File: src/rtl/spi_reg_pkg.sv
package spi_reg_pkg;
  localparam int unsigned FRAME_BITS = 16;
  localparam int unsigned ADDR_W     = 5;
  localparam int unsigned DATA_W     = 8;
  localparam logic [4:0]  STATUS_ID  = 5'b10110;

  typedef struct packed {
    logic       len_err;
    logic       par_err;
    logic       wr_done;
    logic [4:0] id;
  } status_t;
endpackage

File: src/rtl/spi_reg_sync.sv
module spi_reg_sync #(
  parameter int unsigned W = 1,
  parameter logic [W-1:0] RST_VAL = '0
) (
  input  logic         clk_i,
  input  logic         rst_ni,
  input  logic [W-1:0] d_i,
  output logic [W-1:0] q_o
);
  logic [W-1:0] meta_q, sync_q;

  always_ff @(posedge clk_i or negedge rst_ni) begin
    if (!rst_ni) begin
      meta_q <= RST_VAL;
      sync_q <= RST_VAL;
    end else begin
      meta_q <= d_i;
      sync_q <= meta_q;
    end
  end

  assign q_o = sync_q;
endmodule

File: src/rtl/spi_reg_regfile.sv
module spi_reg_regfile #(
  parameter int unsigned ADDR_W = 5,
  parameter int unsigned DATA_W = 8,
  localparam int unsigned DEPTH = 1 << ADDR_W
) (
  input  logic              clk_i,
  input  logic              rst_ni,
  input  logic              wr_en_i,
  input  logic [ADDR_W-1:0] wr_addr_i,
  input  logic [DATA_W-1:0] wr_data_i,
  input  logic [ADDR_W-1:0] rd_addr_i,
  output logic [DATA_W-1:0] rd_data_o
);
  logic [DATA_W-1:0] mem_q [DEPTH];

  for (genvar i = 0; i < DEPTH; i++) begin : g_word
    always_ff @(posedge clk_i or negedge rst_ni) begin
      if (!rst_ni) begin
        mem_q[i] <= '0;
      end else if (wr_en_i && wr_addr_i == ADDR_W'(i)) begin
        mem_q[i] <= wr_data_i;
      end
    end
  end

  assign rd_data_o = mem_q[rd_addr_i];
endmodule

File: src/rtl/spi_reg_engine.sv
module spi_reg_engine
  import spi_reg_pkg::*;
#(
  parameter int unsigned FRAME_BITS = spi_reg_pkg::FRAME_BITS,
  parameter int unsigned ADDR_W     = spi_reg_pkg::ADDR_W,
  parameter int unsigned DATA_W     = spi_reg_pkg::DATA_W
) (
  input  logic              clk_i,
  input  logic              rst_ni,
  input  logic              sck_s_i,
  input  logic              cs_s_i,
  input  logic              mosi_s_i,
  output logic              active_o,
  output logic              miso_o,
  output logic [ADDR_W-1:0] rd_addr_o,
  input  logic [DATA_W-1:0] rd_data_i,
  output logic              wr_en_o,
  output logic [ADDR_W-1:0] wr_addr_o,
  output logic [DATA_W-1:0] wr_data_o
);
  localparam int unsigned CNT_MAX = FRAME_BITS + 1;
  localparam int unsigned CNT_W   = $clog2(CNT_MAX + 1);
  localparam int unsigned PAR_IDX = ADDR_W + 1;   // samples taken before parity bit
  localparam int unsigned DC_IDX  = ADDR_W + 2;   // samples taken before ignored bit
  localparam int unsigned RX_W    = FRAME_BITS - 1;
  localparam int unsigned RW_POS  = RX_W - 1;
  localparam int unsigned PAR_POS = DATA_W;

  logic cs_d_q, sck_d_q, active_q;
  logic cs_fall, cs_rise, sck_fall, sck_rise;
  logic [CNT_W-1:0]  bit_cnt_q, rise_cnt_q;
  logic [RX_W-1:0]   rx_q;
  logic [DATA_W-1:0] tx_q, rd_hold_q;
  logic              miso_q;
  logic              len_err_q, par_err_q, wr_done_q;
  logic              frame_len_ok, par_ok, commit;
  status_t           status;

  always_ff @(posedge clk_i or negedge rst_ni) begin
    if (!rst_ni) begin
      cs_d_q  <= 1'b1;
      sck_d_q <= 1'b0;
    end else begin
      cs_d_q  <= cs_s_i;
      sck_d_q <= sck_s_i;
    end
  end

  assign cs_fall  = cs_d_q & ~cs_s_i;
  assign cs_rise  = ~cs_d_q & cs_s_i;
  assign sck_fall = active_q & ~cs_s_i & sck_d_q & ~sck_s_i;
  assign sck_rise = active_q & ~cs_s_i & ~sck_d_q & sck_s_i;

  always_ff @(posedge clk_i or negedge rst_ni) begin
    if (!rst_ni)      active_q <= 1'b0;
    else if (cs_fall) active_q <= 1'b1;
    else if (cs_rise) active_q <= 1'b0;
  end

  // receive side
  always_ff @(posedge clk_i or negedge rst_ni) begin
    if (!rst_ni) begin
      bit_cnt_q <= '0;
      rx_q      <= '0;
      rd_hold_q <= '0;
    end else if (cs_fall) begin
      bit_cnt_q <= '0;
    end else if (sck_fall) begin
      if (bit_cnt_q != CNT_W'(CNT_MAX)) bit_cnt_q <= bit_cnt_q + 1'b1;
      if (bit_cnt_q != CNT_W'(DC_IDX))  rx_q <= {rx_q[RX_W-2:0], mosi_s_i};
      if (bit_cnt_q == CNT_W'(PAR_IDX)) rd_hold_q <= rd_data_i;
    end
  end

  assign rd_addr_o = rx_q[ADDR_W-1:0];

  // transmit side
  always_ff @(posedge clk_i or negedge rst_ni) begin
    if (!rst_ni) begin
      rise_cnt_q <= '0;
      tx_q       <= '0;
      miso_q     <= 1'b0;
    end else if (cs_fall) begin
      rise_cnt_q <= '0;
      tx_q       <= status;
      miso_q     <= 1'b0;
    end else if (sck_rise) begin
      if (rise_cnt_q != CNT_W'(CNT_MAX)) rise_cnt_q <= rise_cnt_q + 1'b1;
      if (rise_cnt_q == CNT_W'(DATA_W)) begin
        miso_q <= rd_hold_q[DATA_W-1];
        tx_q   <= {rd_hold_q[DATA_W-2:0], 1'b0};
      end else begin
        miso_q <= tx_q[DATA_W-1];
        tx_q   <= {tx_q[DATA_W-2:0], 1'b0};
      end
    end
  end

  assign frame_len_ok = (bit_cnt_q == CNT_W'(FRAME_BITS));
  assign par_ok       = ^rx_q[RW_POS:PAR_POS];
  assign commit       = cs_rise & active_q & frame_len_ok & par_ok & rx_q[RW_POS];

  always_comb begin
    status.len_err = len_err_q;
    status.par_err = par_err_q;
    status.wr_done = wr_done_q;
    status.id      = STATUS_ID;
  end

  always_ff @(posedge clk_i or negedge rst_ni) begin
    if (!rst_ni) begin
      len_err_q <= 1'b0;
      par_err_q <= 1'b0;
      wr_done_q <= 1'b0;
    end else if (cs_fall) begin
      len_err_q <= 1'b0;
      par_err_q <= 1'b0;
      wr_done_q <= 1'b0;
    end else if (cs_rise && active_q) begin
      if (!frame_len_ok)  len_err_q <= 1'b1;
      else if (!par_ok)   par_err_q <= 1'b1;
      else if (rx_q[RW_POS]) wr_done_q <= 1'b1;
    end
  end

  assign wr_en_o   = commit;
  assign wr_addr_o = rx_q[RW_POS-1 -: ADDR_W];
  assign wr_data_o = rx_q[DATA_W-1:0];
  assign active_o  = active_q;
  assign miso_o    = miso_q;

  p_start_clears_r1: assert property (@(posedge clk_i) disable iff (!rst_ni)
    cs_fall |=> (active_q && bit_cnt_q == '0 && rise_cnt_q == '0));
  p_idle_after_deselect_r2: assert property (@(posedge clk_i) disable iff (!rst_ni)
    cs_rise |=> !active_q);
  p_miso_on_rise_only_r3: assert property (@(posedge clk_i) disable iff (!rst_ni)
    (!sck_rise && !cs_fall) |=> $stable(miso_q));
  p_count_saturates_r5: assert property (@(posedge clk_i) disable iff (!rst_ni)
    bit_cnt_q <= CNT_W'(CNT_MAX));
  p_write_needs_parity_r8: assert property (@(posedge clk_i) disable iff (!rst_ni)
    wr_en_o |-> (^{wr_addr_o, rx_q[RW_POS], rx_q[PAR_POS]}));
  p_write_needs_flag_r9: assert property (@(posedge clk_i) disable iff (!rst_ni)
    wr_en_o |-> rx_q[RW_POS]);
  p_flags_once_r11: assert property (@(posedge clk_i) disable iff (!rst_ni)
    cs_fall |=> (!len_err_q && !par_err_q && !wr_done_q));
endmodule

File: src/rtl/spi_reg_slave.sv
module spi_reg_slave #(
  parameter int unsigned FRAME_BITS = spi_reg_pkg::FRAME_BITS,
  parameter int unsigned ADDR_W     = spi_reg_pkg::ADDR_W,
  parameter int unsigned DATA_W     = spi_reg_pkg::DATA_W
) (
  input  logic clk_i,
  input  logic rst_ni,
  input  logic sck_i,
  input  logic cs_ni,
  input  logic mosi_i,
  output logic miso_o,
  output logic miso_en_o
);
  logic sck_s, cs_s, mosi_s, active;
  logic              wr_en;
  logic [ADDR_W-1:0] wr_addr, rd_addr;
  logic [DATA_W-1:0] wr_data, rd_data;

  spi_reg_sync #(.W(3), .RST_VAL(3'b010)) u_sync (
    .clk_i (clk_i),
    .rst_ni(rst_ni),
    .d_i   ({sck_i, cs_ni, mosi_i}),
    .q_o   ({sck_s, cs_s, mosi_s})
  );

  spi_reg_engine #(
    .FRAME_BITS(FRAME_BITS), .ADDR_W(ADDR_W), .DATA_W(DATA_W)
  ) u_engine (
    .clk_i    (clk_i),
    .rst_ni   (rst_ni),
    .sck_s_i  (sck_s),
    .cs_s_i   (cs_s),
    .mosi_s_i (mosi_s),
    .active_o (active),
    .miso_o   (miso_o),
    .rd_addr_o(rd_addr),
    .rd_data_i(rd_data),
    .wr_en_o  (wr_en),
    .wr_addr_o(wr_addr),
    .wr_data_o(wr_data)
  );

  spi_reg_regfile #(.ADDR_W(ADDR_W), .DATA_W(DATA_W)) u_regs (
    .clk_i    (clk_i),
    .rst_ni   (rst_ni),
    .wr_en_i  (wr_en),
    .wr_addr_i(wr_addr),
    .wr_data_i(wr_data),
    .rd_addr_i(rd_addr),
    .rd_data_o(rd_data)
  );

  // release at once on deselect, enable after the synchronized start
  assign miso_en_o = active & ~cs_ni;

  p_no_drive_deselected_r2: assert property (@(posedge clk_i) disable iff (!rst_ni)
    (cs_ni && $past(cs_ni)) |-> !miso_en_o);
endmodule

File: config.mk
export PLATFORM = sky130hd
export DESIGN_NAME = spi_reg_slave
export DESIGN_NICKNAME = d
export VERILOG_FILES = /design/src/rtl/spi_reg_pkg.sv /design/src/rtl/spi_reg_sync.sv /design/src/rtl/spi_reg_regfile.sv /design/src/rtl/spi_reg_engine.sv /design/src/rtl/spi_reg_slave.sv
export SDC_FILE = /design/constraint.sdc
export NUM_CORES = 1
export LEC_CHECK = 0
export ABC_AREA = 1
export BUFFER_PORTS_ARGS = -buffer_cell sky130_fd_sc_hd__buf_2
export CAP_MARGIN = 20
export CORE_ASPECT_RATIO = 0.5
export CORE_MARGIN = 5
export CORE_UTILIZATION = 30
export CTS_CLUSTER_DIAMETER = 60
export DETAILED_ROUTE_END_ITERATION = 8
export HOLD_SLACK_MARGIN = 0.05
export MAX_ROUTING_LAYER = met4
export PLACE_DENSITY = 0.5
export SLEW_MARGIN = 20
export SYNTH_ARGS = -nofsm -noshare
export SYNTH_HDL_FRONTEND = slang
export SYNTH_SLANG_ARGS = --single-unit
export TNS_END_PERCENT = 100
File: constraint.sdc
create_clock -name clk_i -period 2.13 [get_ports clk_i]
set_input_delay 0.639 -clock clk_i [delete_from_list [all_inputs] [get_ports clk_i]]
set_output_delay 0.639 -clock clk_i [all_outputs]
set_load 0.02 [all_outputs]
# After elaboration in Yosys (flattened, before gate mapping)
# Index checks and enable logic that the tools add are counted.
# totals
register_bits	310
latchBits	0
ram_bits	0
rom_bits	0
inputBits	5
mem_count	0
# op_classes
n_addsub	2
multipliers	0
div_mod_pow	0
order_cmp	1
eq_ne	39
shift	0
mux	29
bitwise	19
n_reduce_logical	51
# op_table
operator	n
equality test 5 bit, second input constant	17
equality test 5 x 4 -> 1 bit, second input constant	9
binary-select mux 8 bit (select 5 bit)	1
2-to-1 mux 8 bit	5
logical AND 1 bit	33
2-to-1 mux 5 bit	6
equality test 5 x 3 -> 1 bit, second input constant	5
nonzero test 2 bit	9
2-to-1 mux 1 bit	17
AND 1 bit	12
adder 5 x 1 -> 5 bit, second input constant	2
equality test 5 x 2 -> 1 bit, second input constant	2
!= test 5 bit, second input constant	2
AND reduction 3 bit	3
XOR reduction 7 bit	1
>= comparator 6 bit, second input constant	1
NOT 1 bit	6
NOT 5 -> 6 bit	1
AND reduction 2 bit	3
equality test 5 x 1 -> 1 bit, second input constant	1
logical NOT 5 bit	1
!= test 5 x 3 -> 1 bit, second input constant	1
!= test 2 x 1 -> 1 bit, second input constant	2
AND reduction 4 bit	1

# Logic depth before layout (Yosys ltp)
# Gate-level depths: netlist of run 1.
# logic_depth
depth_word	7
ltp_mapped	12
depth_no_buf	10

# Modules after synthesis
# A second synthesis of run 1 with hierarchy kept.
# hier_totals
cells_unflattened	1815
hier_area_um2	14704.1
# by_module_without_submodules
module	n_inst	cells_per_inst	area_per_inst_um2
spi_reg_regfile	1	1506	11912.7
spi_reg_engine	1	301	2628.8
spi_reg_sync	1	6	152.6
spi_reg_slave	1	2	10.0

# Least setup slack after synthesis of run 1
# Ideal clock, no wire load.
# synth_path
kind	flip-flop to flip-flop
start	reg u_sync.sync_q[1] (netlist: u_sync.q_o[1])
end	reg u_regs.mem_q[64] in the netlist's numbering
arrival_ns	1.724
t_required_ns	2.064
slack_ns	0.340
path_stages_with_launch	10
synth_period_minus_slack_ns	1.790
path_cell_list	dfstp_2 -> ha_1 -> nand2_1 -> inv_1 -> nand4_1 -> nor2_4 -> buf_4 -> buf_2 -> nand4_1 -> nand2_1
# synth_between
elab_chain_len	6
# synth_lines
element	line	text
start: declaration	spi_reg_sync.sv:10	logic [W-1:0] meta_q, sync_q;
start signal: assignment	spi_reg_sync.sv:18	sync_q <= meta_q;
AND 1 bit	spi_reg_engine.sv:50	assign cs_rise = ~cs_d_q & cs_s_i;
AND 1 bit (4 in a row)	spi_reg_engine.sv:101	assign commit = cs_rise & active_q & frame_len_ok & par_ok & rx_q[RW_POS];
logical AND 1 bit	spi_reg_regfile.sv:20	end else if (wr_en_i && wr_addr_i == ADDR_W'(i)) begin
end signal: indexed assignment	spi_reg_regfile.sv:21	mem_q[i] <= wr_data_i;
end: declaration	spi_reg_regfile.sv:14	logic [DATA_W-1:0] mem_q [DEPTH];
# Every way passes these cells.
# A chain may end at the register's enable or synchronous reset.

# Final worst setup path of run 1
# layout_path
start	reg u_sync.sync_q[1] (netlist: u_sync.q_o[1])
end	reg u_regs.mem_q[157] in the netlist's numbering
# Same word-level chain as after synthesis.

==> results.ini, run 1 <==
[power]
p_comb_frac=0.300
switching_share=0.361
intPower_mw=11.3
power_density_nw_per_um2=909
switchingPower_mw=6.39
ir_worst_vdd_v=0.000568
p_leak_nw=9.73
pwr-share-clk=0.356
share_seq_of_total_power=0.344

[run]
cap_violations=0

[yosys]
synth_seq_cells=309
synth_compound_gate_area_share=0.0187
synthAdderAreaFrac=0.00665
synth-xor-area-share=0
netlist_instances=2188
synthMuxAreaShare=0
yosys_warnings=0
syn-num-nets=2202
ys_seq_area_frac=0.457
synth.avg_cell_area_um2=7.74
synth_top_family_by_area=simple AND/OR/NAND/NOR gates
synth_simple_gate_area_share=0.425
synth_area_um2=16900
ys_types=35

[setup_path]
start_kind=flip-flop
cpMostUsedCell=nand2_1
cp.required_ns=2.53
rrSetupSlack_ns=0.06
setup.worst_path.class=reg2reg
r2r_cells=10
cp_max_fo=32
cp-end-kind=flip-flop
cp.arrival_ns=2.48
r2r_end=u_regs.mem_q[157]
r2r_start=u_sync.q_o[1]
worstPathCellList=ha_1 -> nand2_1 -> inv_1 -> nand4_1 -> nor2_4 -> buf_12 -> buf_12 -> nand3_4 -> nand2_1 -> nand2_1
critPathMaxStageDelay_ns=0.54
path_delay_family=simple AND/OR/NAND/NOR gates
critical_path_buf_inv_count=3
crit_slowest_cell=dfstp_2

[floorplanning]
fp-row-count=61
dieArea_um2=61600
start_util=0.304
core_um2=55700
ios=7
die_w_um=346
die_h_um=178

[cts]
h-tree-depth=2
path_clk_slew_ns=0.06
cts_tree=done
clock_latency_ns=0.53
root_buffer=clkbuf_16
cts_made_buffers=35
cts.sinks=309
max-clock-path-buffers=3

[drt]
drt-total-wl_um=52500
postRouteAntennaNets=0
post-route-drc-count=0
avgViaCountPerCell=4.99
dr.first_iter.drc_count=1170
drtPass1Iterations=8
via_count=14800
routedWlPerCell_um=17.7

[grt]
grtUsageTotal=0.170
grt_overflow_total=0
grt_max_degree=66
grt_pass1_wl_um=82200
grt_pass1_vias=14100
grt_antenna_before_repair=0

[sta]
holdWs_ns=0.218
slew_violations=0
fin_ws_ns=0.0555
timing.final.hold_violations=0
layout_min_cycle_time_ns=2.07
fin_crit_sh=0.974
finalSetupViolCount=0
relSlewSlack=0.588
fin_skew_ns=0.0153
rsz0062_at_grt=true
setup-tns-final_ns=0
max_freq_ghz=0.482
worstMarginPinSlew_ns=0.614

[final_layout]
syn2layout_area_growth_pct=14.9
drive_above_1_share=0.122
utilization=0.349
diodes=0
fin_nets=2208

[place]
gp_congestion=0.856
dp_hpwl_um=32500
io_buffers=6
dp_worst_setup_slack_ns=0.0511

[min_path]
min_path_cells=1
min_path_type=in2reg
hold_path_end=u_sync.meta_q[0]
min_from=mosi_i

[status]
status=finished, final reports clean

==> area by class of cell <==
| cell class | instances | area (µm²) |
|---|---|---|
| clock inverters | 6 | 90.1 |
| multi-input cells | 1608 | 7660 |
| clock buffers | 53 | 1090 |
| repair buffers | 120 | 1460 |
| fillers | 5893 | 36300 |
| well taps | 756 | 946 |
| flip-flops and latches | 309 | 7760 |
| inverters | 120 | 460 |
==> repair_timing <==
action | CTS | global route
hold buffers | 1 | 0
gates resized for setup | 0 | 17
hold endpoints to repair | 25 | 0
buffers inserted | 0 | 11
endpoints found under the setup margin | 0 | 216
==> cells in the final DEF, fill, tap and decap left out, drive strengths merged, types with 9 or more instances in the layout <==
master	n
nand3	206
clkbuf	58
o21ai	34
dfrtp	306
nor2	72
inv	120
nand2	997
nand4	261
ha	9
buf	114
a21oi	15
==> power groups by stage <==
| stage | clock network, mW | registers [mW] | logic [mW] |
|---|---|---|---|
| 3_3_place_gp | 0 | 6.18 | 5.02 |
| 4_1_cts | 6.46 | 6.08 | 5.01 |
| 6_report | 6.30 | 6.08 | 5.31 |
| 5_1_grt | 6.68 | 6.09 | 5.71 |
| 2_1_floorplan | 0 | 6.09 | 4.20 |
| 3_5_place_dp | 0 | 6.18 | 5.01 |
==> worst reg2reg max path: stages (launching register included) <==
cell     delay (ns)
dfstp_2        0.54
ha_1           0.14
nand2_1        0.04
inv_1          0.07
nand4_1        0.18
nor2_4         0.21
buf_12         0.22
buf_12         0.23
nand3_4        0.16
nand2_1        0.09
nand2_1        0.05
==> cells by family (layout without fill, tap and decap cells) <==
| kind of cell | after synthesis | count (layout) |
|---|---|---|
| buf+inv | 272 | 299 |
| simple gates | 1540 | 1541 |
| compound gates | 58 | 58 |
| fa+ha+maj | 9 | 9 |
| flops | 309 | 309 |
==> worst max path at each step <==
| stage | start | endpoint | slack [ns] | depth (start not counted) |
|---|---|---|---|---|
| finish | u_sync.q_o[1] | u_regs.mem_q[157] | 0.06 | 10 |
| global placement | u_sync.q_o[1] | u_regs.mem_q[243] | 0.11 | 9 |
| floorplan | u_sync.q_o[1] | u_regs.mem_q[64] | 0.34 | 9 |
| CTS | u_sync.q_o[1] | u_regs.mem_q[246] | 0.04 | 9 |
| global route | u_sync.q_o[1] | u_regs.mem_q[157] | -0.07 | 10 |
| detailed placement | u_sync.q_o[1] | u_regs.mem_q[246] | 0.05 | 9 |
==> cell usage after synthesis <==
| master | instances | area share |
|---|---|---|
| dfstp_2 | 3 | 0.0047 |
| o221ai_1 | 3 | 0.0016 |
| nor2_1 | 38 | 0.0084 |
| clkbuf_1 | 39 | 0.0086 |
| buf_8 | 2 | 0.0018 |
| a21o_1 | 1 | 0.00044 |
| a22oi_1 | 1 | 0.00044 |
| nor3_1 | 3 | 0.00089 |
| inv_6 | 1 | 0.00052 |
| buf_1 | 16 | 0.0035 |
| a21oi_1 | 15 | 0.0044 |
| nand4_1 | 259 | 0.096 |
| nand3b_1 | 1 | 0.00044 |
| or2_2 | 1 | 0.00037 |
| nand3_2 | 1 | 0.00059 |
| buf_6 | 5 | 0.0033 |
| buf_4 | 3 | 0.0013 |
| inv_2 | 5 | 0.0011 |
| nand2_8 | 1 | 0.0012 |
| nor2_4 | 1 | 0.00066 |
| a211oi_1 | 1 | 0.00044 |
| buf_12 | 25 | 0.030 |
| ha_1 | 9 | 0.0066 |
| nand3_4 | 29 | 0.030 |
| inv_1 | 112 | 0.025 |
| clkinv_1 | 2 | 0.00044 |
| buf_2 | 62 | 0.018 |
| nand3_1 | 176 | 0.052 |
| nand2_2 | 2 | 0.00074 |
| nand4_2 | 2 | 0.0015 |
| nor2_2 | 33 | 0.012 |
| o211ai_1 | 3 | 0.0013 |
| dfrtp_1 | 306 | 0.45 |
| o21ai_0 | 34 | 0.010 |
| nand2_1 | 993 | 0.22 |
==> per-layer routing <==
| layer | global-route usage | up-vias | share of wire |
|---|---|---|---|
| met5 | - | - | 0 |
| met4 | 0.0308 | 0 | 0.016 |
| li1 | - | 7232 | - |
| met3 | 0.0278 | 62 | 0.054 |
| met2 | 0.250 | 350 | 0.43 |
| met1 | 0.249 | 7188 | 0.50 |
==> sequential cells by signal, indices dropped and copies added, names as in the netlist <==
register             count
u_regs.mem_q           256
u_engine.rise_cnt_q      5
u_engine.active_o        1
u_engine.cs_d_q          1
u_engine.tx_q            7
u_sync.meta_q            3
u_engine.sck_d_q         1
u_engine.miso_o          1
u_engine.wr_done_q       1
u_sync.q_o               3
u_engine.bit_cnt_q       5
u_engine.par_err_q       1
u_engine.rx_q           15
u_engine.rd_hold_q       8
u_engine.len_err_q       1
==> through the flow <==
stage          cell area, µm²  total power [mW]  instances
2_1_floorplan           16900              10.3       2188
3_3_place_gp            18000              11.2       2895
3_5_place_dp            18000              11.2       2895
4_1_cts                 19200              17.5       2955
5_1_grt                 19500              18.5       2972
6_report                19500              17.7       2972
No activity file was read; power rests on OpenSTA's default activity.
==> inputs of run 2 (changes only) <==
--- a/config.mk
+++ b/config.mk
@@ -5,7 +5,6 @@
 export SDC_FILE = /design/constraint.sdc
 export NUM_CORES = 1
 export LEC_CHECK = 0
-export ABC_AREA = 1
 export BUFFER_PORTS_ARGS = -buffer_cell sky130_fd_sc_hd__buf_2
 export CAP_MARGIN = 20
 export CORE_ASPECT_RATIO = 0.5
==> run 2 against run 1 <==
Effect of this change:
- cell area is 4.4% lower
- critical path depth down 1
- register-to-register slack got worse by 0.23 ns
- the flow now finishes with violations (setup timing)
- clock skew rose by 0.018 ns
- worst setup slack lost 0.23 ns
- sequential cell count unchanged
- via count fell by 42%
- largest cell class unchanged
- maximum frequency is 10% lower
- utilization rose by 3.7 points
- combinational power fell by 65%
==> results.ini, run 2 <==
[power]
power_density_nw_per_um2=750
ir_worst_vdd_v=0.000423
p_leak_nw=8.69
finalPower_mw=14.0

[floorplanning]
ios=7
die_w_um=321
core_um2=48200
die_h_um=166
start_util=0.302
dieArea_um2=53300
fp-row-count=57

[sta]
slew_violations=0
fin_ws_ns=-0.174
max_freq_ghz=0.434
rsz0062_at_grt=true
fin_crit_sh=1.08
worstMarginPinSlew_ns=0.640
relSlewSlack=0.573
layout_min_cycle_time_ns=2.30
fin_skew_ns=0.0330
finalSetupViolCount=236
timing.final.hold_violations=0

[yosys]
ys_seq_area_frac=0.532
synth.avg_cell_area_um2=15.2
synth_area_um2=14500
synth_most_common_cell=dfrtp_1
ys_types=50
netlist_instances=960
synth.top_cells.by_count=dfrtp_1, mux2_2, mux4_2
async_reset_ff_frac=1.00
yosysTopAreaCell=dfrtp_1
synth_top_area_frac=0.526
synth-main-ff-cell=dfrtp_1
yosys_warnings=0
synth_seq_cells=309
syn-num-nets=974
synth.area.top_cells=dfrtp_1, mux2_2, mux4_2
synth-edff-count=0

[status]
status=complete, but fails checks
violations=setup timing

[drt]
drtPass1Iterations=4
drt-total-wl_um=36900
dr.first_iter.drc_count=520
post-route-drc-count=0
routedWlPerCell_um=21.2
avgViaCountPerCell=4.90
postRouteAntennaNets=0
via_count=8535

[setup_path]
start_kind=flip-flop
worstPathCellList=xnor3_1 -> xnor3_2 -> nand2_2 -> buf_12 -> buf_12 -> buf_12 -> nor3_4 -> buf_12 -> mux2_2
cp_max_fo=14
path_delay_family=XOR/XNOR gates
critical_path_buf_inv_count=4
cpMostUsedCell=buf_12
crit_slowest_cell=dfrtp_1
cp.required_ns=2.55
setup.worst_path.class=reg2reg
cp.arrival_ns=2.72
cp-end-kind=flip-flop
critPathMaxStageDelay_ns=0.40

[cts]
cts_made_buffers=34
holdBufCountCts=0
h-tree-depth=2
cts.sinks=309
root_buffer=clkbuf_16
max-clock-path-buffers=3
path_clk_slew_ns=0.06
cts_tree=done
clock_latency_ns=0.54

[place]
placed_cells=1656
gp_congestion=0.777
io_buffers=6
dp_hpwl_um=23800

[grt]
grtUsageTotal=0.141
grt_pass1_vias=9236
grt_overflow_total=0
grt_max_degree=53
grt_antenna_before_repair=0
grt_pass1_wl_um=57400

[run]
cap_violations=0

[final_layout]
reg.largest.list=u_regs.mem_q x256, u_engine.rx_q x15, u_engine.rd_hold_q x8
fin_cells=1743
largest_reg_flops=256
fin_nets=1082
drive_above_1_share=0.569
final_common_cell=dfrtp_1
largest-register=u_regs.mem_q
mostFrequentLayoutCells=dfrtp_1, mux2_2, mux2_4, buf_4, mux4_2
syn2layout_area_growth_pct=28.0
diodes=0

[min_path]
min_path_type=in2async

==> run 2: cell types whose count changed after synthesis, sizes merged, moves of 8 or more <==
cell and delta:
nor2b +11, o21ai -27, mux2i +29, buf -86, nand3 -198, mux4 +63
mux2 +275, a211oi +8, nand2 -981, inv -111, clkbuf +13, nor2 -30
nand4 -256, nor3 +16
==> run 2: metrics by stage <==
step,utilization,instance area (µm²),setup TNS [ns],hold WS (ns),setup slack (ns)
3_5_place_dp,0.340,16400,-27.08,0.336,-0.270
6_report,0.386,18600,-17.91,0.0604,-0.174
2_1_floorplan,-,14600,-29.45,0.331,-0.181
4_1_cts,0.375,18100,-15.94,0.0729,-0.147
3_3_place_gp,0.340,16400,-23.09,0.332,-0.233
5_1_grt,0.386,18600,-33.38,0.0819,-0.229
==> run 2: final cells by class <==
type                            count  area (µm²)
Tap cell                          649         812
Timing Repair Buffer              151        1790
Clock buffer                       50        1040
Inverter                            7        26.3
Clock inverter                     12         138
Multi-Input combinational cell    565        7060
Fill cell                        4458       29600
Sequential cell                   309        7750
==> run 2: cells by family after synthesis <==
| logic type | Yosys count | synth area share |
|---|---|---|
| fa+ha+maj | 9 | 0.00774 |
| buf+inv | 86 | 0.0275 |
| compound gates | 49 | 0.0226 |
| mux | 367 | 0.343 |
| flops | 309 | 0.532 |
| xor+xnor | 12 | 0.00920 |
| simple gates | 128 | 0.0583 |
==> run 2: final timing paths <==
check	endpoint	depth (start not counted)	slack, ns	from
max	u_regs.mem_q[30]	9	-0.17	u_engine.rx_q[8]
min	u_regs.mem_q[72]	1	0.06	rst_ni
min reg2reg	u_sync.q_o[0]	0	0.35	u_sync.meta_q[0]
min in group clk_i	u_sync.meta_q[0]	1	0.21	mosi_i
max in group asynchronous	u_regs.mem_q[205]	2	1.37	rst_ni
max reg2reg	u_regs.mem_q[30]	9	-0.17	u_engine.rx_q[8]
==> run 2: layer usage <==
layer | up-vias | track usage | part of all wire
li1 | 3758 | - | -
met1 | 4575 | 0.203 | 0.48
met2 | 141 | 0.209 | 0.45
met3 | 61 | 0.0217 | 0.042
met4 | 0 | 0.0370 | 0.021
met5 | - | - | 0
==> run 2: timing repair <==
action	4_1_cts	5_1_grt
gates cloned	3	2
pin swaps	20	30
buffers inserted	13	12
gates resized for setup	75	107
setup endpoints to repair	267	269
==> run 2: power breakdown <==
| group | total [mW] | internal (mW) | leakage (nW) | switching (mW) |
|---|---|---|---|---|
| clock | 6.10 | 3.66 | 0.581 | 2.44 |
| sequential | 6.02 | 5.92 | 4.27 | 0.0944 |
| combinational | 1.85 | 0.943 | 3.84 | 0.909 |
